$ cat src/rtl/pgv_pkg.sv
package pgv_pkg;
    localparam int NCH = 3;

    typedef enum logic [1:0] {
        ST_LO   = 2'd0,
        ST_RISE = 2'd1,
        ST_HI   = 2'd2,
        ST_FALL = 2'd3
    } hold_st_t;
endpackage

$ cat src/rtl/pgv_chan_filter.sv
module pgv_chan_filter #(
    parameter int DEB_N = 5,
    parameter int DEB_K = 3
) (
    input  logic clk,
    input  logic rst_n,
    input  logic tick,
    input  logic raw,
    output logic deb
);
    localparam int CW = $clog2(DEB_N + 1);
    localparam logic [CW-1:0] HI_TH = CW'(DEB_K);
    localparam logic [CW-1:0] LO_TH = CW'(DEB_N - DEB_K);

    logic              s1, s2;
    logic [DEB_N-1:0]  win, win_nx;
    logic [CW-1:0]     ones;

    always_comb begin
        win_nx = {win[DEB_N-2:0], s2};
        ones   = '0;
        for (int i = 0; i < DEB_N; i++) begin
            ones = ones + CW'(win_nx[i]);
        end
    end

    always_ff @(posedge clk) begin
        if (!rst_n) begin
            s1  <= 1'b0;
            s2  <= 1'b0;
            win <= '0;
            deb <= 1'b0;
        end else begin
            s1 <= raw;
            s2 <= s1;
            if (tick) begin
                win <= win_nx;
                if (ones >= HI_TH) begin
                    deb <= 1'b1;
                end else if (ones <= LO_TH) begin
                    deb <= 1'b0;
                end
            end
        end
    end
endmodule

$ cat src/rtl/pgv_voter.sv
module pgv_voter
    import pgv_pkg::*;
(
    input  logic [NCH-1:0] deb,
    input  logic [NCH-1:0] iso,
    input  logic           mode_3,
    output logic           vote
);
    logic [NCH-1:0] act, good;
    logic [1:0]     n_act, n_good;

    always_comb begin
        act    = ~iso;
        good   = deb & act;
        n_act  = '0;
        n_good = '0;
        for (int i = 0; i < NCH; i++) begin
            n_act  = n_act + 2'(act[i]);
            n_good = n_good + 2'(good[i]);
        end
        if (!mode_3) begin
            vote = good[0] | good[1];
        end else if (n_act == 2'd3) begin
            vote = (n_good >= 2'd2);
        end else begin
            vote = (n_act != 2'd0) && (n_good == n_act);
        end
    end
endmodule

$ cat src/rtl/pgv_isolator.sv
module pgv_isolator
    import pgv_pkg::*;
#(
    parameter int TIMEOUT_CYC = 64,
    parameter int RETRY_MAX   = 2
) (
    input  logic           clk,
    input  logic           rst_n,
    input  logic [NCH-1:0] deb,
    input  logic           vote,
    input  logic           mode_3,
    input  logic           iso_clear,
    output logic [NCH-1:0] iso,
    output logic           failover_req
);
    localparam int TW = (TIMEOUT_CYC > 1) ? $clog2(TIMEOUT_CYC) : 1;
    localparam int RW = $clog2(RETRY_MAX + 1);
    localparam logic [TW-1:0] TO_LAST   = TW'(TIMEOUT_CYC - 1);
    localparam logic [RW-1:0] RETRY_LIM = RW'(RETRY_MAX);

    logic [NCH-1:0] hit;
    logic [RW-1:0]  req_cnt;

    for (genvar i = 0; i < NCH; i++) begin : g_ch
        logic          part, dis;
        logic [TW-1:0] cnt;

        if (i < 2) begin : g_always
            assign part = 1'b1;
        end else begin : g_maj_only
            assign part = mode_3;
        end

        assign dis    = part && !iso[i] && (deb[i] != vote);
        assign hit[i] = dis && (cnt == TO_LAST);

        always_ff @(posedge clk) begin
            if (!rst_n || iso_clear || !dis) begin
                cnt <= '0;
            end else if (!hit[i]) begin
                cnt <= cnt + 1'b1;
            end
        end
    end

    always_ff @(posedge clk) begin
        if (!rst_n || iso_clear) begin
            iso          <= '0;
            req_cnt      <= '0;
            failover_req <= 1'b0;
        end else begin
            iso <= iso | hit;
            if ((|hit) && (req_cnt < RETRY_LIM)) begin
                req_cnt      <= req_cnt + 1'b1;
                failover_req <= 1'b1;
            end else begin
                failover_req <= 1'b0;
            end
        end
    end
endmodule

$ cat src/rtl/pgv_hold_fsm.sv
module pgv_hold_fsm
    import pgv_pkg::*;
#(
    parameter int HOLD_CYC = 16
) (
    input  logic clk,
    input  logic rst_n,
    input  logic vote,
    input  logic wd_kick_in,
    output logic pg_good,
    output logic pg_stable,
    output logic wd_kick_out
);
    localparam int HW = (HOLD_CYC > 1) ? $clog2(HOLD_CYC) : 1;
    localparam logic [HW-1:0] HOLD_LAST = HW'(HOLD_CYC - 1);

    hold_st_t      st, st_nx;
    logic [HW-1:0] cnt;
    logic          at_last;

    assign at_last = (cnt == HOLD_LAST);

    always_comb begin
        st_nx = st;
        unique case (st)
            ST_LO:   if (vote) st_nx = ST_RISE;
            ST_RISE: begin
                if (!vote)        st_nx = ST_LO;
                else if (at_last) st_nx = ST_HI;
            end
            ST_HI:   if (!vote) st_nx = ST_FALL;
            ST_FALL: begin
                if (vote)         st_nx = ST_HI;
                else if (at_last) st_nx = ST_LO;
            end
            default: st_nx = ST_LO;
        endcase
    end

    always_ff @(posedge clk) begin
        if (!rst_n) begin
            st  <= ST_LO;
            cnt <= '0;
        end else begin
            st <= st_nx;
            if (st_nx != st) begin
                cnt <= '0;
            end else if (!at_last) begin
                cnt <= cnt + 1'b1;
            end
        end
    end

    always_comb begin
        pg_good     = (st == ST_HI) || (st == ST_FALL);
        pg_stable   = (st == ST_HI) || (st == ST_LO);
        wd_kick_out = wd_kick_in && (st == ST_HI);
    end
endmodule

$ cat src/rtl/pg_vote_guard.sv
module pg_vote_guard
    import pgv_pkg::*;
#(
    parameter int SAMPLE_DIV  = 160000,
    parameter int DEB_N       = 5,
    parameter int DEB_K       = 3,
    parameter int HOLD_CYC    = 1000000,
    parameter int TIMEOUT_CYC = 5000000,
    parameter int RETRY_MAX   = 2
) (
    input  logic           clk,
    input  logic           rst_n,
    input  logic [NCH-1:0] pg_raw,
    input  logic           vote_2oo3,
    input  logic           iso_clear,
    input  logic           wd_kick_in,
    output logic           pg_good,
    output logic           pg_stable,
    output logic [NCH-1:0] iso_flags,
    output logic           failover_req,
    output logic           wd_kick_out
);
    logic           tick;
    logic [NCH-1:0] deb_w;
    logic           vote_w;

    if (SAMPLE_DIV == 1) begin : g_tick_every
        assign tick = 1'b1;
    end else begin : g_tick_div
        localparam int DW = $clog2(SAMPLE_DIV);
        localparam logic [DW-1:0] DIV_LAST = DW'(SAMPLE_DIV - 1);
        logic [DW-1:0] div_cnt;
        always_ff @(posedge clk) begin
            if (!rst_n || div_cnt == DIV_LAST) begin
                div_cnt <= '0;
            end else begin
                div_cnt <= div_cnt + 1'b1;
            end
        end
        assign tick = (div_cnt == DIV_LAST);
    end

    for (genvar i = 0; i < NCH; i++) begin : g_filt
        pgv_chan_filter #(
            .DEB_N (DEB_N),
            .DEB_K (DEB_K)
        ) u_filt (
            .clk   (clk),
            .rst_n (rst_n),
            .tick  (tick),
            .raw   (pg_raw[i]),
            .deb   (deb_w[i])
        );
    end

    pgv_voter u_vote (
        .deb    (deb_w),
        .iso    (iso_flags),
        .mode_3 (vote_2oo3),
        .vote   (vote_w)
    );

    pgv_isolator #(
        .TIMEOUT_CYC (TIMEOUT_CYC),
        .RETRY_MAX   (RETRY_MAX)
    ) u_iso (
        .clk          (clk),
        .rst_n        (rst_n),
        .deb          (deb_w),
        .vote         (vote_w),
        .mode_3       (vote_2oo3),
        .iso_clear    (iso_clear),
        .iso          (iso_flags),
        .failover_req (failover_req)
    );

    pgv_hold_fsm #(
        .HOLD_CYC (HOLD_CYC)
    ) u_hold (
        .clk         (clk),
        .rst_n       (rst_n),
        .vote        (vote_w),
        .wd_kick_in  (wd_kick_in),
        .pg_good     (pg_good),
        .pg_stable   (pg_stable),
        .wd_kick_out (wd_kick_out)
    );
endmodule

$ cat config.mk
export PLATFORM = sky130hd
export DESIGN_NAME = pg_vote_guard
export DESIGN_NICKNAME = d
export VERILOG_FILES = /design/src/rtl/pgv_pkg.sv /design/src/rtl/pgv_chan_filter.sv /design/src/rtl/pgv_voter.sv /design/src/rtl/pgv_isolator.sv /design/src/rtl/pgv_hold_fsm.sv /design/src/rtl/pg_vote_guard.sv
export SDC_FILE = /design/constraint.sdc
export NUM_CORES = 1
export LEC_CHECK = 0
export BUFFER_PORTS_ARGS = -buffer_cell sky130_fd_sc_hd__buf_2
export CORE_AREA = 5 5 115 117
export DETAILED_ROUTE_END_ITERATION = 12
export DIE_AREA = 0 0 120 122
export PLACE_DENSITY_LB_ADDON = 0.25
export REMOVE_ABC_BUFFERS = 1
export SLEW_MARGIN = 30
export SYNTH_ARGS = -nofsm -noshare
export SYNTH_HDL_FRONTEND = slang
export SYNTH_SLANG_ARGS = --single-unit
$ cat constraint.sdc
create_clock -name clk -period 3 [get_ports clk]
set_input_delay 0.6 -clock clk [delete_from_list [all_inputs] [get_ports clk]]
set_output_delay 0.6 -clock clk [all_outputs]
set_load 0.05 [all_outputs]
# ---- Word-level counts from Yosys, hierarchy flattened
# Cells that the tools add are included.
dict set report classes {
  addsub 22
  n_mul 0
  div 0
  magnitude_cmp 8
  n_eq_ne 14
  shift 0
  n_mux 16
  bitwise_logic 5
  n_reduce_logical 34
}
# cell n
set op_table {}
lappend op_table {{23-bit by 1-bit adder with 23-bit output (second input constant)} 3}
lappend op_table {{23-bit == test (second input constant)} 3}
lappend op_table {{20-bit by 1-bit adder with 20-bit output (second input constant)} 1}
lappend op_table {{20-bit == test (second input constant)} 1}
lappend op_table {{18-bit by 1-bit adder with 18-bit output (second input constant)} 1}
lappend op_table {{3-bit by 1-bit adder with 3-bit output} 6}
lappend op_table {{18-bit == test (second input constant)} 1}
lappend op_table {{2-bit two-way mux} 6}
lappend op_table {{1-bit by 1-bit adder with 2-bit output} 5}
lappend op_table {{1-bit logical AND} 10}
lappend op_table {{2-bit by 1-bit adder with 3-bit output} 3}
lappend op_table {{3-bit by 2-bit greater-or-equal comparator with 1-bit output (second input constant)} 3}
lappend op_table {{3-bit by 2-bit <= comparator with 1-bit output (second input constant)} 3}
lappend op_table {{1-bit two-way mux} 9}
lappend op_table {{2-bit one-hot mux with 4 select lines} 1}
lappend op_table {{2-bit nonzero test} 4}
lappend op_table {{1-bit logical NOT} 7}
lappend op_table {{1-bit logical OR} 7}
lappend op_table {{2-bit == test (second input constant)} 3}
lappend op_table {{2-bit AND reduction} 3}
lappend op_table {{2-bit by 1-bit adder with 2-bit output} 2}
lappend op_table {{3-bit AND} 1}
lappend op_table {{1-bit inequality test} 3}
lappend op_table {{3-bit inverter} 1}
lappend op_table {{12 further kinds} 12}
dict set report word_totals {
  ff_bits 136
  latchBits 0
  ram_bits 0
  rom_bits 0
  inputBits 8
  out_inout_bits 7
  wordCells 120
  memories 0
}

# ---- Longest topological paths before layout
# Gate-level depths: netlist of run 1.
dict set report depth {
  word_depth 14
  ltp_mapped 10
  mapped_depth_nobuf 9
}

# ---- Modules after synthesis
# Synthesis of run 1 repeated with hierarchy kept, for this count alone.
dict set report hier_totals {
  cells_unflattened 765
  area_unflattened_um2 6744.0
}
# module n_inst cells_per_inst area_per_inst_um2 seq_area_each_um2
set by_module_without_submodules {}
lappend by_module_without_submodules {pgv_isolator 1 421 3587.2 1501.4}
lappend by_module_without_submodules {pgv_chan_filter 3 36 380.4 140.1}
lappend by_module_without_submodules {pgv_hold_fsm 1 130 1087.3 440.4}
lappend by_module_without_submodules {pg_vote_guard 1 93 824.5 360.3}
lappend by_module_without_submodules {pgv_voter 1 13 103.8 0.0}

# ---- Least setup slack after synthesis of run 1
# Ideal clock, no wire load.
dict set report synth_timing {
  kind {register -> register}
  startpoint {reg u_iso.iso[0]}
  endpoint {reg u_iso.g_ch[0].cnt[0]}
  setup_ns 0.128
  arrival_ns 2.864
  required_ns 2.872
  slack_ns 0.008
  path_stages_with_launch 10
  n_path_buf 1
  period_less_slack_ns 2.992
  path_cell_list {dfxtp_1 > nand2b_1 > fa_1 > or2_2 > a21o_1 > a211oi_2 > nor3_1 > nand2_1 > clkbuf_1 > nor2_1}
}
dict set report synth_via {
  elab_chain_cells 12
  elab_cells_between_ends 20
  classes_between {add/sub (4); order compare (1); eq/ne (3); mux (2); bitwise (3); reduce/logical (7)}
}
# element line_no
set synth_rtl {}
lappend synth_rtl {{start: declaration} pgv_isolator.sv:13} ;# output logic [NCH-1:0] iso,
lappend synth_rtl {{start signal: assignment} pgv_isolator.sv:52} ;# iso <= iso | hit;
lappend synth_rtl {{3-bit inverter} pgv_voter.sv:13} ;# act = ~iso;
lappend synth_rtl {{3-bit AND} pgv_voter.sv:14} ;# good = deb & act;
lappend synth_rtl {{1-bit by 1-bit adder with 2-bit output} pgv_voter.sv:19} ;# n_good = n_good + 2'(good[i]);
lappend synth_rtl {{2-bit by 1-bit adder with 2-bit output} pgv_voter.sv:19}
lappend synth_rtl {{2-bit == test} pgv_voter.sv:26} ;# vote = (n_act != 2'd0) && (n_good == n_act);
lappend synth_rtl {{1-bit logical AND} pgv_voter.sv:26}
lappend synth_rtl {{1-bit two-way mux} pgv_voter.sv:23} ;# end else if (n_act == 2'd3) begin
lappend synth_rtl {{1-bit two-way mux} pgv_voter.sv:21} ;# if (!mode_3) begin
lappend synth_rtl {{1-bit inequality test} pgv_isolator.sv:34} ;# assign dis = part && !iso[i] && (deb[i] != vote);
lappend synth_rtl {{1-bit logical AND (*)} pgv_isolator.sv:34}
lappend synth_rtl {{1-bit logical NOT} pgv_isolator.sv:38} ;# if (!rst_n || iso_clear || !dis) begin
lappend synth_rtl {{1-bit logical OR} pgv_isolator.sv:38}
lappend synth_rtl {{end signal: assignment} pgv_isolator.sv:41} ;# cnt <= cnt + 1'b1;
lappend synth_rtl {{end: declaration} pgv_isolator.sv:26} ;# logic [TW-1:0] cnt;
# Mark *: on every way between the ends. The rest lies on a longest branch, timed or not.
# A chain may end at the register's enable or synchronous reset.

# ---- Worst setup path in the final report of run 1
dict set report layout_timing {
  startpoint {reg u_iso.iso[1]}
  endpoint {reg u_iso.req_cnt[0]}
}
dict set report layout_via {
  elab_chain_cells 13
  elab_cells_between_ends 26
  classes_between {add/sub (4); order compare (1); eq/ne (5); mux (2); bitwise (3); reduce/logical (11)}
}
# element line_no
set layout_rtl {}
lappend layout_rtl {{3-bit inverter} pgv_voter.sv:13}
lappend layout_rtl {{3-bit AND} pgv_voter.sv:14}
lappend layout_rtl {{1-bit by 1-bit adder with 2-bit output} pgv_voter.sv:19}
lappend layout_rtl {{2-bit by 1-bit adder with 2-bit output} pgv_voter.sv:19}
lappend layout_rtl {{2-bit == test} pgv_voter.sv:26}
lappend layout_rtl {{1-bit logical AND} pgv_voter.sv:26}
lappend layout_rtl {{1-bit two-way mux} pgv_voter.sv:23}
lappend layout_rtl {{1-bit two-way mux} pgv_voter.sv:21}
lappend layout_rtl {{1-bit inequality test} pgv_isolator.sv:34}
lappend layout_rtl {{1-bit logical AND} pgv_isolator.sv:34}
lappend layout_rtl {{1-bit logical AND} pgv_isolator.sv:35} ;# assign hit[i] = dis && (cnt == TO_LAST);
lappend layout_rtl {{3-bit OR reduction (*)} pgv_isolator.sv:53} ;# if ((|hit) && (req_cnt < RETRY_LIM)) begin
lappend layout_rtl {{1-bit logical AND (*)} pgv_isolator.sv:53}
lappend layout_rtl {{end signal: assignment} pgv_isolator.sv:54} ;# req_cnt <= req_cnt + 1'b1;
lappend layout_rtl {{end: declaration} pgv_isolator.sv:22} ;# logic [RW-1:0] req_cnt;
# Marks and branches as above.

==> flow_summary.ini, run 1 <==
[status]
status = complete, no violations

[worst_setup_path]
crit_buf_inv = 0
cp_top_family = compound AO/OA/AOI/OAI gates
cp-end-kind = register
r2r_setup_slack_ns = 0.19
rr_startpoint = u_iso.iso[1]$_SDFF_PP0_
cp_data_arrival_time_ns = 3.16
crit_type = register to register
path_cells = nand2b_1 -> fa_1 -> or2_2 -> a21o_1 -> a311oi_2 -> nor3_1 -> a221oi_1 -> mux2i_1
r2r_cells = 8
worst-endpoint-required_ns = 3.35
start_kind = register
cpPeakStageDelay_ns = 0.48
crit_path_max_fanout = 7
crit_path_top_delay_cell = a311oi_2
r2r_end = u_iso.req_cnt[0]$_SDFFE_PP0P_

[logic_synthesis]
synth_edf_count = 0
ys.flop_type = dfxtp_1
syn_avg_cell_area_um2 = 8.58
yosysWarnings = 0
netlist-cell-type-count = 49
synth_top_area_cell = dfxtp_1
synth_commonest_cells = dfxtp_1, nor2_1, nand2_1, xor2_1, nand3_1
synth_cells = 748
yosysTopAreaCellShare_pct = 42.4
async_flop_share_pct = 0
synth_area_um2 = 6420
synth_area_leaders = dfxtp_1, xor2_1, nor2_1
ys_ff_latch = 136
yosysMostFrequentCell = dfxtp_1
yosysSeqAreaShare_pct = 42.4

[global_route]
grt-ovfl-total = 0
grt_pass1_vias = 4841
grt_pass1_wl_um = 21200
antenna_found_initial = 0
grt_max_degree = 28
track_usage_pct = 17.7

[sta]
maxSlewHeadroom_pct = 52.4
period_minus_slack_ns = 2.81
setup_viol = 0
worst_slew_pin_slew_ns = 0.708
timing.fmax_mhz = 356
setup_ws_ns = 0.187
timing_hold_violations_final = 0
finalCritPeriodShare_pct = 93.8
rsz0062_at_grt = no
setup_tns_ns = 0
timing.hold.ws_ns = 0.387
finalMaxSlewViolations = 0
skew_ns = 0.00516

[floorplan]
core_area_um2 = 12300
start_util_pct = 52.3
num_rows = 41
die_width_um = 120
die_h_um = 122
ioPinCount = 15
die_area_um2 = 14600

[final_layout]
layout-area-overhead-vs-synth_pct = 13.0
drive_gt1_share_pct = 8.09
layout.nets = 791
utilization_pct = 59.2
n_antenna_cell = 0

[run]
cap_violations = 0

[detailed_routing]
drt-pass1-iter-count = 4
ant_nets = 0
drt_iter0_drc = 224
drc_errors = 0
num_vias = 4961
routed_wl_um = 12000
avgViaCountPerCell = 5.34
detail_route.wl_per_cell_um = 12.9

[min_path]
hold_depth = 2
min_path_type = primary input to register
min_from = pg_raw[0]
hold_path_end = g_filt[0].u_filt.s1$_SDFF_PN0_

[clock_network]
cts_sinks = 136
cts_root_buf = clkbuf_16
htree_levels = 4
cts.clk_slew.worst_paths_ns = 0.06
clk_path_buf_depth = 2
cts_buffers = 17
insertion_delay_ns = 0.42
cts_setup_buffers = 0
cts_tree = built

[place]
dp_slack_ns = 0.183
gp_congestion = 0.874
io_buffers = 14
hpwlAfterDp_um = 8530

[power]
p_leak_nw = 2.53
ir_worst_vdd_mv = 0.414
power.density_nw_per_um2 = 543
==> area by class of cell <==
type	instances	area, um2
fill	1072	5010
multi-input combinational	554	3480
sequential	136	2720
clock buffer	25	505
tap	150	188
timing repair buffer	23	138
inverter	35	131
clock inverter	6	88.8
==> per-layer routing <==
metal,global-route usage (%),part of all wire [%],vias up
met4,6.87,1.5,0
li1,-,-,2566
met2,30.7,49,51
met1,20.7,46,2328
met5,0,0,-
met3,5.01,2.9,16
==> flip-flops by register name, summed over array words and instances, names as in the netlist <==
| register | flops |
|---|---|
| u_hold.cnt | 20 |
| u_iso.req_cnt | 2 |
| u_iso.iso | 3 |
| g_filt.u_filt.deb | 3 |
| g_tick_div.div_cnt | 18 |
| g_filt.u_filt.s1 | 3 |
| u_iso.failover_req | 1 |
| g_filt.u_filt.win | 12 |
| u_hold.st | 2 |
| g_filt.u_filt.s2 | 3 |
| u_iso.g_ch.cnt | 69 |
==> per-stage QoR <==
stage	cell area [um2]	cells	power, mW
after detailed placement	6650	898	1.92
after CTS	7250	929	3.99
after global routing	7250	929	4.08
final	7250	929	3.94
after global placement	6650	898	1.91
after floorplan	6330	725	1.89
==> report_power, final <==
group          internal (mW)  total (mW)  switching, mW
Combinational         0.0211      0.0539         0.0327
Clock                   1.33        2.06          0.734
Sequential              1.82        1.82        0.00731
Total                   3.17        3.94          0.774
==> worst max-delay path by stage <==
stage	from	to	slack (ns)	cells past startpoint
6_report	u_iso.iso[1]$_SDFF_PP0_	u_iso.req_cnt[0]$_SDFFE_PP0P_	0.19	8
2_1_floorplan	u_iso.iso[0]$_SDFF_PP0_	u_hold.cnt[6]$_SDFFE_PP0N_	-0.34	8
3_3_place_gp	g_filt[0].u_filt.deb$_SDFFE_PN0P_	u_iso.failover_req$_SDFF_PP0_	0.37	8
4_1_cts	u_iso.iso[1]$_SDFF_PP0_	u_iso.req_cnt[0]$_SDFFE_PP0P_	0.18	8
5_1_grt	g_filt[1].u_filt.deb$_SDFFE_PN0P_	u_hold.cnt[5]$_SDFFE_PP0N_	0.007	9
3_5_place_dp	u_iso.iso[1]$_SDFF_PP0_	u_iso.req_cnt[0]$_SDFFE_PP0P_	0.18	8
==> logic make-up (layout without fill, tap and decap cells) <==
family,Yosys count,in the layout,share of synthesized area [%]
AOI/OAI and AO/OA,59,59,6.16
xor gates and xnor gates,92,92,12.6
adders and majority gates,16,16,4.06
buffers and inverters,58,89,3.47
DFF,136,136,42.4
muxes,8,8,1.25
and+or+nand+nor,379,379,30.1
==> worst register-to-register path: cells and delay by family, from the launching register on <==
kind,cells,cell delay [ns]
flip-flops,1,0.39
multiplexers,1,0.22
adder cells (fa/ha/maj),1,0.45
AO/OA/AOI/OAI,3,0.99
AND/OR/NAND/NOR,3,0.69
==> what timing repair did <==
item | in CTS | in global routing
resized for setup | 0 | 1
endpoints found under the setup margin | 0 | 4
hold buffers | 0 | 0
==> cell usage in the layout (no fill, tap or decap), types with 17 or more instances in the layout <==
cell       netlist  final
a21oi_1         17     17
and3_1          24     24
clkbuf_16        0     17
dfxtp_1        136    136
inv_1           35     35
nand2_1         72     72
nand3_1         40     40
nand4_1         24     24
nor2_1         120    120
xnor2_1         35     35
xor2_1          57     57
Power figures use the tool's default switching activity.
==> inputs of run 2 (changes only) <==
CORE_AREA = 5 5 97 144   (was 5 5 115 117)
DIE_AREA = 0 0 102 149   (was 0 0 120 122)
SYNTH_HIERARCHICAL = 1   (was not set)
==> flow_summary.ini, run 2 <==
[place]
gp_congestion = 0.862
dp_cells = 929
placedInstanceArea_um2 = 7010
hpwlAfterDp_um = 9380
io_buffers = 14

[power]
pwr-share-seq_pct = 46.8
swShare_pct = 21.1
ir_worst_vdd_mv = 0.362
p_leak_nw = 2.55
clockPowerShare_pct = 51.2
finalPower_mw = 3.91
power.density_nw_per_um2 = 509
power_frac_comb_pct = 2.0
switchingPower_uw = 824
internal_power_mw = 3.09

[final_layout]
layout-area-overhead-vs-synth_pct = 13.9
stdcell_count = 961
layout.nets = 823
reg_top3 = u_iso/g_ch.cnt (69), u_hold/cnt (20), g_tick_div.div_cnt (18)
design_area_um2 = 7680
drive_gt1_share_pct = 11.9
n_antenna_cell = 0
regMostFlops = u_iso/g_ch.cnt
final_cell_mix = dfxtp_1, nor2_1, xnor2_1
final_common_cell = dfxtp_1
largest_register_ffs = 69

[detailed_routing]
num_vias = 5377
drt-pass1-iter-count = 4
drt_iter0_drc = 183
routed_wl_um = 13000
avgViaCountPerCell = 5.60
drc_errors = 0
detail_route.wl_per_cell_um = 13.5
ant_nets = 0

[logic_synthesis]
ys_ff_latch = 136
synth_area_um2 = 6740
yosysWarnings = 6
synthMuxAreaShare_pct = 2.82
netlist-cell-type-count = 62
synth-simple-area-share_pct = 30.6
synth_commonest_cells = dfxtp_1, nor2_1, xnor2_1, nand2_1, inv_1
synth_area_leaders = dfxtp_1, xnor2_1, nor2_1
synth_compound_area_share_pct = 6.29
ys.flop_type = dfxtp_1
synth_top_family_by_area = simple AND/OR/NAND/NOR gates
yosysMostFrequentCell = dfxtp_1
synthAdderAreaFrac_pct = 4.97
syn_avg_cell_area_um2 = 8.82
synth_top_area_cell = dfxtp_1
yosysTopAreaCellShare_pct = 40.4
synth_cells = 765
async_flop_share_pct = 0
synth_edf_count = 0
synth-xor-area-share_pct = 10.6
yosysSeqAreaShare_pct = 40.4

[clock_network]
holdBufCountCts = 0
cts_root_buf = clkbuf_16
cts_buffers = 17
cts_tree = built
insertion_delay_ns = 0.41
cts_sinks = 136
cts.clk_slew.worst_paths_ns = 0.06
clk_path_buf_depth = 2
htree_levels = 4

[floorplan]
core_area_um2 = 12400
num_rows = 50
die_width_um = 102
start_util_pct = 54.2
ioPinCount = 15
die_area_um2 = 15200
die_h_um = 149

[worst_setup_path]
start_kind = register
crit_type = register to register
cp_data_arrival_time_ns = 3.33
cp-end-kind = register
crit_path_max_fanout = 3
worst-endpoint-required_ns = 3.34

[sta]
period_minus_slack_ns = 2.99
finalMaxSlewViolations = 0
timing.hold.ws_ns = 0.388
finalCritPeriodShare_pct = 99.6
setup_viol = 0
skew_ns = 0.0110
setup_tns_ns = 0
timing.fmax_mhz = 335
timing_hold_violations_final = 0
worst_slew_pin_slew_ns = 0.829
maxSlewHeadroom_pct = 44.2
rsz0062_at_grt = yes

[global_route]
grt_max_degree = 29
antenna_found_initial = 0
track_usage_pct = 18.0
grt-ovfl-total = 0
grt_pass1_wl_um = 22700
grt_pass1_vias = 5240

[status]
status = complete, no violations

[min_path]
min_path_type = primary input to register

[run]
cap_violations = 0
==> run 2: cell types whose count changed in the layout (fill, tap and decap cells not counted), moves of 8 or more <==
cell | previous run | this run
mux2i_1 | 8 | 19
nand2_1 | 72 | 45
xor2_1 | 57 | 20
nor2_1 | 120 | 103
a21boi_0 | 12 | 3
nor4b_1 | 9 | 1
nor3_1 | 12 | 20
a21oi_1 | 17 | 26
inv_1 | 35 | 44
nor4_1 | 10 | 20
xnor2_1 | 35 | 60
buf_4 | 9 | 18
==> run 2: kinds of logic (layout without fill, tap and decap cells) <==
family	Yosys count	in the layout
muxes	19	19
and+or+nand+nor	370	370
buffers and inverters	67	107
AOI/OAI and AO/OA	69	69
adders and majority gates	22	22
xor gates and xnor gates	82	82
DFF	136	136
==> run 2: metrics by stage <==
| step | setup WS (ns) | utilization, % |
|---|---|---|
| after detailed placement | 0.0180 | 56.3 |
| after floorplan | -0.630 | - |
| after global placement | 0.0871 | 56.3 |
| after global routing | -0.0836 | 61.7 |
| after CTS | 0.0124 | 60.9 |
| final | 0.0105 | 61.7 |
==> run 2: what timing repair did <==
| action | in CTS | in global routing |
|---|---|---|
| pin swaps | 1 | 3 |
| endpoints found under the setup margin | 1 | 43 |
| gates resized for setup | 0 | 18 |
| setup buffers | 0 | 1 |
==> run 2: final timing paths <==
kind | start | endpoint | slack, ns | cells after the start
worst min register to register | g_filt[0].u_filt/s1$_SDFF_PN0_ | g_filt[0].u_filt/s2$_SDFF_PN0_ | 0.43 | 1
worst max-delay path | u_iso/iso[1]$_SDFF_PP0_ | u_iso/req_cnt[0]$_SDFFE_PP0P_ | 0.01 | 10
worst max register to register | u_iso/iso[1]$_SDFF_PP0_ | u_iso/req_cnt[0]$_SDFFE_PP0P_ | 0.01 | 10
worst min-delay path | pg_raw[2] | g_filt[2].u_filt/s1$_SDFF_PN0_ | 0.39 | 2
==> run 2: cell type report <==
class	instances	area, um2
Clock buffer	19	443
Clock inverter	12	129
Fill cell	1078	4770
Inverter	44	165
Multi-Input combinational cell	562	3820
Sequential cell	136	2720
Tap cell	156	195
Timing Repair Buffer	32	205
==> run 2: routing by layer <==
layer	up-vias	routed length [um]	GRT usage (%)
li1	2714	-	-
met1	2577	5510	20.2
met2	70	6890	32.3
met3	16	386	3.74
met4	0	206	7.62
met5	-	0	0
==> run 2: critical path, cell delays in order, from the launching register on <==
cell and delay [ns]:
dfxtp_1 0.33, nand2b_4 0.15, fa_1 0.50, or4b_4 0.52, a31oi_4 0.21, buf_4 0.16, xnor2_1 0.15, nor4b_2 0.09
and2_1 0.19, or4_1 0.52, nand3_1 0.10
==> run 2: power by group through the flow <==
stage	registers, mW	logic, mW	clock network [mW]
after floorplan	1.87	0.0470	0
after global placement	1.87	0.0731	0
after detailed placement	1.87	0.0756	0
after CTS	1.83	0.0760	2.04
after global routing	1.83	0.0896	2.13
final	1.83	0.0799	2.00
